==> config.mk <==
export PLATFORM = sky130hd
export DESIGN_NAME = dual_adc_out_ctrl
export DESIGN_NICKNAME = d
export VERILOG_FILES = /design/src/rtl/adc_out_pkg.sv /design/src/rtl/sample_delay.sv /design/src/rtl/run_ctrl.sv /design/src/rtl/fmt_encode.sv /design/src/rtl/dual_adc_out_ctrl.sv
export SDC_FILE = /design/constraint.sdc
export NUM_CORES = 1
export LEC_CHECK = 0
export BUFFER_PORTS_ARGS = -buffer_cell sky130_fd_sc_hd__buf_4
export CAP_MARGIN = 20
export CORE_MARGIN = 2
export CORE_UTILIZATION = 60
export DETAILED_ROUTE_END_ITERATION = 10
export PLACE_DENSITY = 0.81
export SYNTH_ARGS = -nofsm -noshare
export SYNTH_HDL_FRONTEND = slang
export SYNTH_HIERARCHICAL = 1
export SYNTH_SLANG_ARGS = --single-unit
==> constraint.sdc <==
create_clock -name clk -period 4.91 [get_ports clk]
set_input_delay 0.982 -clock clk [delete_from_list [all_inputs] [get_ports clk]]
set_output_delay 0.982 -clock clk [all_outputs]
set_load 0.01 [all_outputs]
==> src/rtl/adc_out_pkg.sv <==
package adc_out_pkg;

  typedef enum logic [1:0] {
    MODE_RUN   = 2'd0,
    MODE_SLEEP = 2'd1,
    MODE_PDN   = 2'd2
  } run_mode_e;

endpackage

==> src/rtl/sample_delay.sv <==
module sample_delay #(
  parameter int WIDTH = 10,
  parameter int DEPTH = 5
) (
  input  logic             clk,
  input  logic             rst,
  input  logic             shift_en,
  input  logic [WIDTH-1:0] din,
  output logic [WIDTH-1:0] dout
);

  logic [WIDTH-1:0] stage_q [DEPTH];

  // Stage 0 captures the input; each later stage follows its neighbour.
  genvar s;
  generate
    for (s = 0; s < DEPTH; s++) begin : g_stage
      always_ff @(posedge clk) begin
        if (rst) begin
          stage_q[s] <= '0;
        end else if (shift_en) begin
          if (s == 0) stage_q[s] <= din;
          else        stage_q[s] <= stage_q[(s == 0) ? 0 : s-1];
        end
      end
    end
  endgenerate

  assign dout = stage_q[DEPTH-1];

endmodule

==> src/rtl/run_ctrl.sv <==
module run_ctrl
  import adc_out_pkg::*;
#(
  parameter int LATENCY = 5
) (
  input  logic clk,
  input  logic rst,
  input  logic sleep,
  input  logic pwrdn,
  output logic shift_en,
  output logic load_en
);

  localparam int CW = $clog2(LATENCY + 1);

  run_mode_e      mode;
  logic [CW-1:0]  fill_q;
  logic           full;

  // Power-down wins over sleep.
  always_comb begin
    if (pwrdn)      mode = MODE_PDN;
    else if (sleep) mode = MODE_SLEEP;
    else            mode = MODE_RUN;
  end

  assign full     = (fill_q == CW'(LATENCY));
  assign shift_en = (mode == MODE_RUN);
  assign load_en  = shift_en && full;

  // Counts active edges since the last wake-up, saturating at LATENCY.
  always_ff @(posedge clk) begin
    if (rst) begin
      fill_q <= '0;
    end else if (mode != MODE_RUN) begin
      fill_q <= '0;
    end else if (!full) begin
      fill_q <= fill_q + CW'(1);
    end
  end

endmodule

==> src/rtl/fmt_encode.sv <==
module fmt_encode #(
  parameter int WIDTH = 10
) (
  input  logic [WIDTH-1:0] raw,
  input  logic             twos,
  output logic [WIDTH-1:0] coded
);

  assign coded = {raw[WIDTH-1] ^ twos, raw[WIDTH-2:0]};

endmodule

==> src/rtl/dual_adc_out_ctrl.sv <==
module dual_adc_out_ctrl #(
  parameter int WIDTH   = 10,
  parameter int LATENCY = 5
) (
  input  logic             clk,
  input  logic             rst,
  input  logic [WIDTH-1:0] samp_a,
  input  logic [WIDTH-1:0] samp_b,
  input  logic             fmt_twos,
  input  logic             oe_n,
  input  logic             sleep,
  input  logic             pwrdn,
  output logic [WIDTH-1:0] bus_a,
  output logic [WIDTH-1:0] bus_b,
  output logic             drive_a,
  output logic             drive_b,
  output logic             valid
);

  localparam int NCH = 2;

  logic             shift_en;
  logic             load_en;
  logic [WIDTH-1:0] samp_in  [NCH];
  logic [WIDTH-1:0] aligned  [NCH];
  logic [WIDTH-1:0] coded    [NCH];
  logic [WIDTH-1:0] word_q   [NCH];
  logic [NCH-1:0]   drive_q;
  logic             valid_q;

  assign samp_in[0] = samp_a;
  assign samp_in[1] = samp_b;

  run_ctrl #(.LATENCY(LATENCY)) u_ctrl (
    .clk      (clk),
    .rst      (rst),
    .sleep    (sleep),
    .pwrdn    (pwrdn),
    .shift_en (shift_en),
    .load_en  (load_en)
  );

  genvar c;
  generate
    for (c = 0; c < NCH; c++) begin : g_ch
      sample_delay #(.WIDTH(WIDTH), .DEPTH(LATENCY)) u_dly (
        .clk      (clk),
        .rst      (rst),
        .shift_en (shift_en),
        .din      (samp_in[c]),
        .dout     (aligned[c])
      );

      fmt_encode #(.WIDTH(WIDTH)) u_fmt (
        .raw   (aligned[c]),
        .twos  (fmt_twos),
        .coded (coded[c])
      );

      always_ff @(posedge clk) begin
        if (rst) begin
          word_q[c]  <= '0;
          drive_q[c] <= 1'b0;
        end else begin
          drive_q[c] <= !oe_n;
          if (load_en) word_q[c] <= coded[c];
        end
      end
    end
  endgenerate

  always_ff @(posedge clk) begin
    if (rst) valid_q <= 1'b0;
    else     valid_q <= load_en;
  end

  assign bus_a   = word_q[0];
  assign bus_b   = word_q[1];
  assign drive_a = drive_q[0];
  assign drive_b = drive_q[1];
  assign valid   = valid_q;

endmodule

# After elaboration in Yosys (flattened, before gate mapping)
# Memories as Yosys holds them, arrays and structs flattened.
# Cells that the tools add are included.
# totals
mem_bits_rw,120
out_inout_bits,23
n_memories,3
wordCells,49
ff_bits,5
# memory_table
memory,depth,width,rd,rd_clocked_by_memory_dff,write_ports,line,rtl
g_ch[0].u_dly.stage_q,5,10,5,0,5,sample_delay.sv:12,logic [WIDTH-1:0] stage_q [DEPTH];
g_ch[1].u_dly.stage_q,5,10,5,0,5,sample_delay.sv:12,
word_q,2,10,2,0,2,dual_adc_out_ctrl.sv:27,logic [WIDTH-1:0] word_q [NCH];
# op_classes
n_eq_ne,1
addsub,1
reduce_logical,5
n_mux,22
bitwise_logic,14
# ops
op,n
2-to-1 mux 10 bit,12
bitwise OR 1 bit,12
2-to-1 mux 1 bit,9
"adder 3 x 1 -> 3 bit, second input constant",1
"equality test 3 bit, second input constant",1
zero test 2 bit,1
2-to-1 mux 2 bit,1
nonzero test 2 bit,1
OR reduction 2 bit,1
bitwise XOR 1 bit,2
logical AND 1 bit,1
zero test 1 bit,1

# Depth between registers and ports, before layout
# Gate-level depths: netlist of the first run.
# depth
ltp_word,8
mapped_depth,6
depth_no_buf,5

# Cells and area by module
# The synthesis of the first run kept the hierarchy.
# modules_own_cells
mod,cells_per_inst,area_per_inst_um2,n_inst
sample_delay,111,1995.7,2
dual_adc_out_ctrl,50,873.3,1
run_ctrl,18,173.9,1
fmt_encode,10,76.3,2

# Worst setup path before layout of the first run
# Ideal clock, no wire load.
# synth_timing
path_type,input to register
startpoint,in pwrdn
endpoint,mem g_ch[0].u_dly.stage_q[0][0] (enable)
arrival_time_ps,2058
stages,2
n_path_buf,0
path_slack_ps,2467
cell_sequence,nor2_1 > or2_2
# synth_rtl
item,line,rtl
start: declaration,dual_adc_out_ctrl.sv:12,"input logic pwrdn,"
end: declaration,sample_delay.sv:12,

==> results of run 1 <==
logic make-up after synthesis:
group / after synthesis
compound gates: 3
xor+xnor: 2
fa+ha+maj: 2
buf+inv: 44
flops: 125
simple gates: 134
area by class of cell:
| type | instances | area, um2 |
|---|---|---|
| fillers | 497 | 2301 |
| repair buffers | 52 | 415.4 |
| well taps | 105 | 131.4 |
| inverters | 1 | 3.754 |
| clock buffers | 21 | 429.2 |
| flip-flops and latches | 125 | 3704 |
| multi-input cells | 141 | 1216 |
| clock inverters | 10 | 98.84 |
metrics by stage:
stage,instance area (um2),instances,worst slack [ns]
2_1_floorplan,5191,310,2.467
3_3_place_gp,5430,422,1.961
3_5_place_dp,5430,422,1.850
4_1_cts,5958,453,2.372
5_1_grt,5998,455,2.552
6_report,5998,455,2.691
metal layers:
metal  global-route usage [%]  wire length [um]
met2                    22.92              3039
met5                        0                 0
met1                    14.81              2482
met4                    7.476               136
met3                    6.069               285
placed cells by master (no fill, tap or decap), drive strengths merged:
cell,netlist,routed
nor2b,1,1
a21o,1,1
ha,2,2
buf,43,52
inv,1,1
dfxtp,5,5
clkbuf,0,21
or3,1,1
a21oi,1,1
nand2,1,1
nand3,1,1
clkinv,0,6
xor2,2,2
or2,3,3
bufinv,0,2
nor3,2,2
nor2,3,3
edfxtp,120,120
and3b,122,122
a211oi,1,1
clkinvlp,0,2
flip-flops by register name, indices dropped and copies added, names as in the netlist:
name / cells
word_q: 20
drive_b: 1
g_ch.u_dly/stage_q: 100
valid: 1
u_ctrl/fill_q: 3
report_power, final:
group / leakage, nW / internal [W] / switching (W)
registers: 1.31 / 0.00123 / 0.0000132
logic: 1.23 / 0.0000472 / 0.0000545
clock network: 0.249 / 0.000707 / 0.000395
total: 2.78 / 0.00199 / 0.000462
final timing paths:
path	from	end	slack [ns]	cells after the start
setup / recovery	rst	word_q[0][2]	2.69	2
hold / removal	u_ctrl/fill_q[0]	u_ctrl/fill_q[0]	0.52	2
setup reg to reg	u_ctrl/fill_q[0]	word_q[0][2]	2.79	5
hold reg to reg	u_ctrl/fill_q[0]	u_ctrl/fill_q[0]	0.52	2
==> flow_summary.toml, run 1 <==
[run_status]
outcome = "finished, final reports clean"

[logic_synthesis]
synth-adder-area-share_pct = 0.4820
yosysWarnings = 6
syn_inst = 310
yosysTopAreaCellShare_pct = 69.41
syn_avg_cell_area_um2 = 16.75
synth_flop_cell = "edfxtp_1"
yosys.area_share.simple_pct = 21.98
synth-compound-area-share_pct = 0.4820
synth_common_cells = "121 x and3b_1, 120 x edfxtp_1, 22 x buf_2"
synthMuxAreaShare_pct = 0
synth-seq-cells = 125
synth_fp_nets = 338
async_flop_share_pct = 0
ys_seq_area_share_pct = 71.34
syn_area_um2 = 5191
synth_top_family_by_area = "simple AND/OR/NAND/NOR gates"
synth_edf_count = 120
yosysMostFrequentCell = "and3b_1"
synth_xor_area_share_pct = 0.3374
synth_largest_area_cell = "edfxtp_1"
ys_top_cells_by_area = "edfxtp_1 69%, and3b_1 20%, buf_4 2.7%, buf_2 2.1%, dfxtp_1 1.9%"
synth_cell_types = 22

[critical_path]
critPathSlowestCell = "or2_1"
start_kind = "primary input"
critPathMaxStageDelay_ns = 0.71
crit_path_max_fanout = 126
cp.arrival_ns = 2.36
critical_path_class = "in -> reg"
crit_family = "simple AND/OR/NAND/NOR gates"
cp_num_buf_inv = 1
critPathCaptureType = "register"
crit_chain = "buf_4, or2_1"
critical_path_required_ns = 5.05

[place]
portBuffers = 48
hpwl_um = 2988
place_congestion = 0.6514

[routing]
drtAntennaViolNets = 0
routed_wirelength_um = 5944
drc_errors = 0
post_drt_via_cell_ratio = 5.297
drt-pass1-iter-count = 6
wl_per_cell_um = 13.06
vias = 2410
drtIter0Drc = 103

[clocking]
htree_levels = 4
cts_buffers = 17
numClockSinks = 125
post_cts.repair.setup_buffers = 0
cts-root-buf = "clkbuf_8"
path_clk_slew_ns = 0.05
post_cts_resized = 0
worstSkewPairLatency_ns = 0.51
cts_tree = "built"
holdBufCountCts = 0
cts_max_path_buffers = 2

[timing]
rsz0062_at_grt = "no"
finalSetupViolCount = 0
slew_headroom_pct = 45.05
max_freq_ghz = 0.4507
fin_hold_ws_ns = 0.5238
fin_crit_ns = 2.219
drv_slew = 0
fin_crit_sh_pct = 45.19
hold_viol_final = 0
finalClockSkew_ns = 0.01089
tightest_slew_ns = 0.8242
setup_tns_ns = 0

[die]
pin_count = 49
die_y_um = 97.02
fp.dieW_um = 97.02
core_area_um2 = 8299
num_rows = 33
die_area_um2 = 9412
initial_core_util_pct = 62.55

[finish]
final_util_pct = 72.28
diodes = 0
syn2layout_area_growth_pct = 15.55
final_nets = 366
drive_gt1_share_pct = 23.14

[global_route]
grt_max_degree = 127
grt_pass1_vias = 2318
grt_pass1_wl_um = 10060
track_usage_pct = 13.80
antenna_found_initial = 0
overflow = 0

[run]
drv_cap = 0

[min_path]
min_path_type = "reg -> reg"

[power]
peakVddDrop_mv = 0.2656
p_leak_nw = 2.782
fin_total_pwr_w = 0.002448
p_per_area_nw_per_um2 = 408.1
(Power assumes the default switching activity.)
==> run 2, diff against run 1 <==
--- a/config.mk
+++ b/config.mk
@@ -8,9 +8,9 @@
 export BUFFER_PORTS_ARGS = -buffer_cell sky130_fd_sc_hd__buf_4
 export CAP_MARGIN = 20
 export CORE_MARGIN = 2
-export CORE_UTILIZATION = 60
+export CORE_UTILIZATION = 53
 export DETAILED_ROUTE_END_ITERATION = 10
-export PLACE_DENSITY = 0.81
+export PLACE_DENSITY = 0.75
 export SYNTH_ARGS = -nofsm -noshare
 export SYNTH_HDL_FRONTEND = slang
 export SYNTH_HIERARCHICAL = 1
==> constraint.sdc (replaced) <==
create_clock -name clk -period 1.8 [get_ports clk]
set_input_delay 0.36 -clock clk [delete_from_list [all_inputs] [get_ports clk]]
set_output_delay 0.36 -clock clk [all_outputs]
set_load 0.01 [all_outputs]
==> run 2 against run 1 <==
Against the previous run:
- critical path depth grew 3
- hold slack lost 0.36 ns
- via count grew 0.91%
==> flow_summary.toml, run 2 (same netlist as run 1, synthesis figures left out) <==
[run_status]
outcome = "finished, final reports clean"

[critical_path]
crit_chain = "ha_1, nand2_1, nor3_1, or2_1, buf_12"
cp.depth = 5
reg2reg_depth = 5
critPathCaptureType = "register"
critPathSlowestCell = "dfxtp_1"
crit_family = "simple AND/OR/NAND/NOR gates"
worst-r2r-setup-slack_ns = 0.21
critPathMaxStageDelay_ns = 0.38
critical_path_class = "reg -> reg"
critical_path_required_ns = 2.01
crit_path_max_fanout = 20
cp_num_buf_inv = 1
reg2reg_to = "word_q[0][5]"
cp.arrival_ns = 1.80
reg2reg_from = "u_ctrl/fill_q[0]"
start_kind = "register"

[finish]
syn2layout_area_growth_pct = 18.37
drive_gt1_share_pct = 26.74
seqCellArea_um2 = 3704
regMostFlops = "g_ch.u_dly/stage_q"
final_cell_mix = "121 x and3b_1, 120 x edfxtp_1, 58 x buf_4"
multiInputGateArea_um2 = 1216
final_nets = 375
final_util_pct = 63.75
stdcell_area_um2 = 6145
n_fill_cell = 682
top_regs = "g_ch.u_dly/stage_q x100, word_q x20, u_ctrl/fill_q x3"
diodes = 0
largest_reg_flops = 100
final_common_cell = "and3b_1"

[routing]
vias = 2432
routed_wirelength_um = 6316
post_drt_via_cell_ratio = 4.943
drc_errors = 0
drt-pass1-iter-count = 4
drtIter0Drc = 96
drtAntennaViolNets = 0
wl_per_cell_um = 12.84

[clocking]
post_cts_resized = 0
numClockSinks = 125
htree_levels = 4
cts-root-buf = "clkbuf_8"
cts_buffers = 17
cts_tree = "built"
worstSkewPairLatency_ns = 0.50
post_cts.repair.setup_buffers = 0
cts_max_path_buffers = 2
path_clk_slew_ns = 0.06
holdBufCountCts = 1

[timing]
slew_headroom_pct = 67.60
fin_crit_ns = 1.595
finalClockSkew_ns = 0.007113
finalSetupViolCount = 0
hold_viol_final = 0
finalWorstSetupSlack_ns = 0.2054
max_freq_ghz = 0.6271
rsz0062_at_grt = "no"
fin_crit_sh_pct = 88.59
drv_slew = 0
tightest_slew_ns = 0.4860

[place]
place_ws_ns = 0.2138
dpl_cell_area_um2 = 5565
portBuffers = 48
place_congestion = 0.7362
hpwl_um = 3647

[power]
peakVddDrop_mv = 0.7146
fin_total_pwr_w = 0.006896
p_leak_nw = 2.853
p_per_area_nw_per_um2 = 1122

[min_path]
worstHoldPathCells = 2
min_path_type = "in -> reg"
hp-start = "samp_b[1]"
min_delay_worst_endpoint = "g_ch[1].u_dly/stage_q[0][1]"

[global_route]
antenna_found_initial = 0
track_usage_pct = 13.10
grt_pass1_wl_um = 10360
overflow = 0
grt_max_degree = 69
grt_pass1_vias = 2303

[die]
pin_count = 49
core_area_um2 = 9639
die_y_um = 103.0
die_area_um2 = 10600
num_rows = 36
fp.dieW_um = 103.0
initial_core_util_pct = 53.86

[run]
drv_cap = 0
run 2: cell count changes in the layout (fill, tap and decap cells not counted), sizes merged:
cell         previous run  this run
dlygate4sd3             0         1
buf                    52        60
clkbuf                 21        19
clkinv                  6         7
bufinv                  2         3
run 2: worst max path at each step:
stage | slack (ns) | start | end
2_1_floorplan | -0.02 | pwrdn | g_ch[0].u_dly/stage_q[0][0]
3_3_place_gp | 0.26 | u_ctrl/fill_q[0] | word_q[1][4]
3_5_place_dp | 0.21 | u_ctrl/fill_q[0] | word_q[1][5]
4_1_cts | 0.18 | u_ctrl/fill_q[0] | word_q[0][2]
5_1_grt | 0.06 | u_ctrl/fill_q[0] | word_q[0][3]
6_report | 0.21 | u_ctrl/fill_q[0] | word_q[0][5]
run 2: through the flow:
step                hold slack (ns)  setup TNS (ns)  cells
finish                       0.1685               0    492
global route                 0.1428               0    492
CTS                          0.1474               0    492
detailed placement           0.5176               0    460
global placement             0.5072               0    460
floorplan                    0.4267          -2.125    310
run 2: where the power goes:
part / total [W] / switching (W) / internal [W] / leakage, nW
Clock: 0.00321 / 0.00112 / 0.00209 / 0.277
Sequential: 0.00339 / 0.0000358 / 0.00336 / 1.31
Combinational: 0.000293 / 0.000154 / 0.000139 / 1.27
run 2: worst register-to-register path: stages (launching register included):
cell	delay [ns]
dfxtp_1	0.38
ha_1	0.24
nand2_1	0.12
nor3_1	0.20
or2_1	0.19
buf_12	0.17
run 2: cell type report:
| type | instances | share of cell area, % |
|---|---|---|
| Tap cell | 133 | 2.708 |
| Sequential cell | 125 | 60.27 |
| Inverter | 1 | 0.06109 |
| Timing Repair Buffer | 61 | 7.901 |
| Clock inverter | 12 | 2.403 |
| Clock buffer | 19 | 6.862 |
| Multi-Input combinational cell | 141 | 19.79 |
run 2: metal layers:
metal | GRT usage [%] | routed length [um] | vias to the layer above
met1 | 14.86 | 2777 | 1133
met2 | 21.93 | 3163 | 60
met5 | 0 | 0 | -
met3 | 5.695 | 315 | 6
met4 | 5.162 | 59 | 0
li1 | - | - | 1233
==> run 3, diff against run 2 <==
--- a/config.mk
+++ b/config.mk
@@ -7,9 +7,9 @@
 export LEC_CHECK = 0
 export BUFFER_PORTS_ARGS = -buffer_cell sky130_fd_sc_hd__buf_4
 export CAP_MARGIN = 20
-export CORE_MARGIN = 2
 export CORE_UTILIZATION = 53
 export DETAILED_ROUTE_END_ITERATION = 10
+export GPL_ROUTABILITY_DRIVEN = 0
 export PLACE_DENSITY = 0.75
 export SYNTH_ARGS = -nofsm -noshare
 export SYNTH_HDL_FRONTEND = slang
==> run 3 against run 2 <==
Against the previous run:
- count of clock-buffer cells in the layout grew 1
- register-to-register slack is essentially flat
- non-clock buffer count is the same
- clock power shrank 2%
- fmax grew 0.78%
- critical path depth is the same
- sequential power is essentially flat
- utilization grew 1.9 points
- sequential share of layout area shrank 0.11 points
- critical path type unchanged
- highest routed layer unchanged
==> flow_summary.toml, run 3 (same netlist as run 1, synthesis figures left out) <==
[clocking]
htree_levels = 4
numClockSinks = 125
cts-root-buf = "clkbuf_8"
cts_max_path_buffers = 2
cts_tree = "built"
cts_buffers = 17
path_clk_slew_ns = 0.05
post_cts.repair.setup_buffers = 0
worstSkewPairLatency_ns = 0.50

[power]
comb_power_share_pct = 4.4
p_int_w = 0.005573
p_leak_nw = 2.852
peakVddDrop_mv = 0.7314
swShare_pct = 18.59
seqPwrFrac_pct = 49.6
fin_total_pwr_w = 0.006845
clkPwrFrac_pct = 45.9
p_switching_w = 0.001272
p_per_area_nw_per_um2 = 1112

[finish]
diodes = 0
top_regs = "g_ch.u_dly/stage_q x100, word_q x20, u_ctrl/fill_q x3"
final_nets = 375
n_fill_cell = 684
syn2layout_area_growth_pct = 18.58
final_cells = 486
largest_reg_flops = 100
final_cell_mix = "121 x and3b_1, 120 x edfxtp_1, 55 x buf_4"
regMostFlops = "g_ch.u_dly/stage_q"
drive_gt1_share_pct = 25.49
final_common_cell = "and3b_1"
final_util_pct = 65.69

[critical_path]
crit_chain = "ha_1, nand2_1, nor3_1, or2_1, buf_12"
reg2reg_to = "word_q[1][4]"
critPathMaxStageDelay_ns = 0.37
reg2reg_from = "u_ctrl/fill_q[0]"
critPathCaptureType = "register"
critical_path_class = "reg -> reg"
critPathSlowestCell = "dfxtp_1"
critical_path_required_ns = 2.00
crit_start = "u_ctrl/fill_q[0]"
reg2reg_depth = 5
cp.arrival_ns = 1.79
crit_path_max_fanout = 20
start_kind = "register"
crit_end = "word_q[1][4]"
worst-r2r-setup-slack_ns = 0.22

[die]
fp.dieW_um = 101.0
pin_count = 49
num_rows = 35
core_area_um2 = 9371
die_area_um2 = 10190
initial_core_util_pct = 55.39
die_y_um = 101.0

[min_path]
min_path_type = "in -> reg"

[timing]
hold_viol_final = 0
fin_crit_ns = 1.582
slew_headroom_pct = 70.07
rsz0062_at_grt = "no"
finalSetupViolCount = 0
max_freq_ghz = 0.6320
finalClockSkew_ns = 0.008482
setup_tns_ns = 0
fin_crit_sh_pct = 87.90
drv_slew = 0
tightest_slew_ns = 0.4490

[routing]
drtIter0Drc = 58
drc_errors = 0
vias = 2418
drt-pass1-iter-count = 4
drtAntennaViolNets = 0
routed_wirelength_um = 6331
wl_per_cell_um = 13.03
post_drt_via_cell_ratio = 4.975

[place]
place_inst = 456
portBuffers = 48
hpwl_um = 3810

[run]
drv_cap = 0

[global_route]
grt_max_degree = 67
track_usage_pct = 14.18
grt_pass1_vias = 2394
overflow = 0
grt_pass1_wl_um = 10620
antenna_found_initial = 0

[run_status]
outcome = "finished, final reports clean"
==> run 3: cell count changes in the layout (fill, tap and decap cells not counted), sizes merged <==
cell	delta
clkbuf	+1
clkinv	-3
==> run 3: metrics by stage <==
stage | worst slack [ns] | hold slack [ns] | instance area, um2
global route | 0.06242 | 0.1497 | 6156
finish | 0.2177 | 0.1736 | 6156
floorplan | -0.02125 | 0.4267 | 5191
CTS | 0.2132 | 0.1458 | 6156
global placement | 0.3271 | 0.5014 | 5598
detailed placement | 0.2181 | 0.5122 | 5598
==> run 3: how the worst min path moves through the flow <==
stage	from	to	slack, ns	cells past startpoint
2_1_floorplan	oe_n	drive_b	0.43	1
3_3_place_gp	u_ctrl/fill_q[0]	u_ctrl/fill_q[0]	0.50	2
3_5_place_dp	u_ctrl/fill_q[0]	u_ctrl/fill_q[0]	0.51	2
4_1_cts	samp_a[4]	g_ch[0].u_dly/stage_q[0][4]	0.15	2
5_1_grt	samp_a[0]	g_ch[0].u_dly/stage_q[0][0]	0.15	2
6_report	samp_a[4]	g_ch[0].u_dly/stage_q[0][4]	0.17	2
==> run 3: area by class of cell <==
class	instances	area, um2	share of cell area [%]
Clock buffer	20	425.4	6.911
Timing Repair Buffer	61	523.0	8.496
Inverter	1	3.754	0.06098
Multi-Input combinational cell	141	1216	19.76
Sequential cell	125	3704	60.16
Tap cell	129	161.4	2.622
Clock inverter	9	122.6	1.992
==> run 3: worst max-delay path, delay by kind of cell, from the launching register on <==
family        cells  cell delay (ns)
fa+ha+maj         1             0.24
flops             1             0.37
buf+inv           1             0.17
simple gates      3             0.51
==> run 3: power groups by stage <==
stage / Clock, W / Sequential [W] / Combinational [W]
2_1_floorplan: 0 / 0.00345 / 0.000197
4_1_cts: 0.00321 / 0.00340 / 0.000310
3_5_place_dp: 0 / 0.00345 / 0.000308
6_report: 0.00314 / 0.00340 / 0.000304
5_1_grt: 0.00335 / 0.00341 / 0.000337
3_3_place_gp: 0 / 0.00344 / 0.000296
==> run 3: what timing repair did <==
item,4_1_cts,5_1_grt
setup endpoints to repair,0,0
hold endpoints to repair,1,0
resized for setup,0,0
hold buffers,1,0
==> run 3: per-layer routing <==
layer	track usage [%]	up-vias	share of wire, %
met5	0	-	0
met4	6.355	0	0.69
met3	5.617	4	4.5
met2	24.60	66	52
met1	15.29	1120	43
li1	-	1228	-
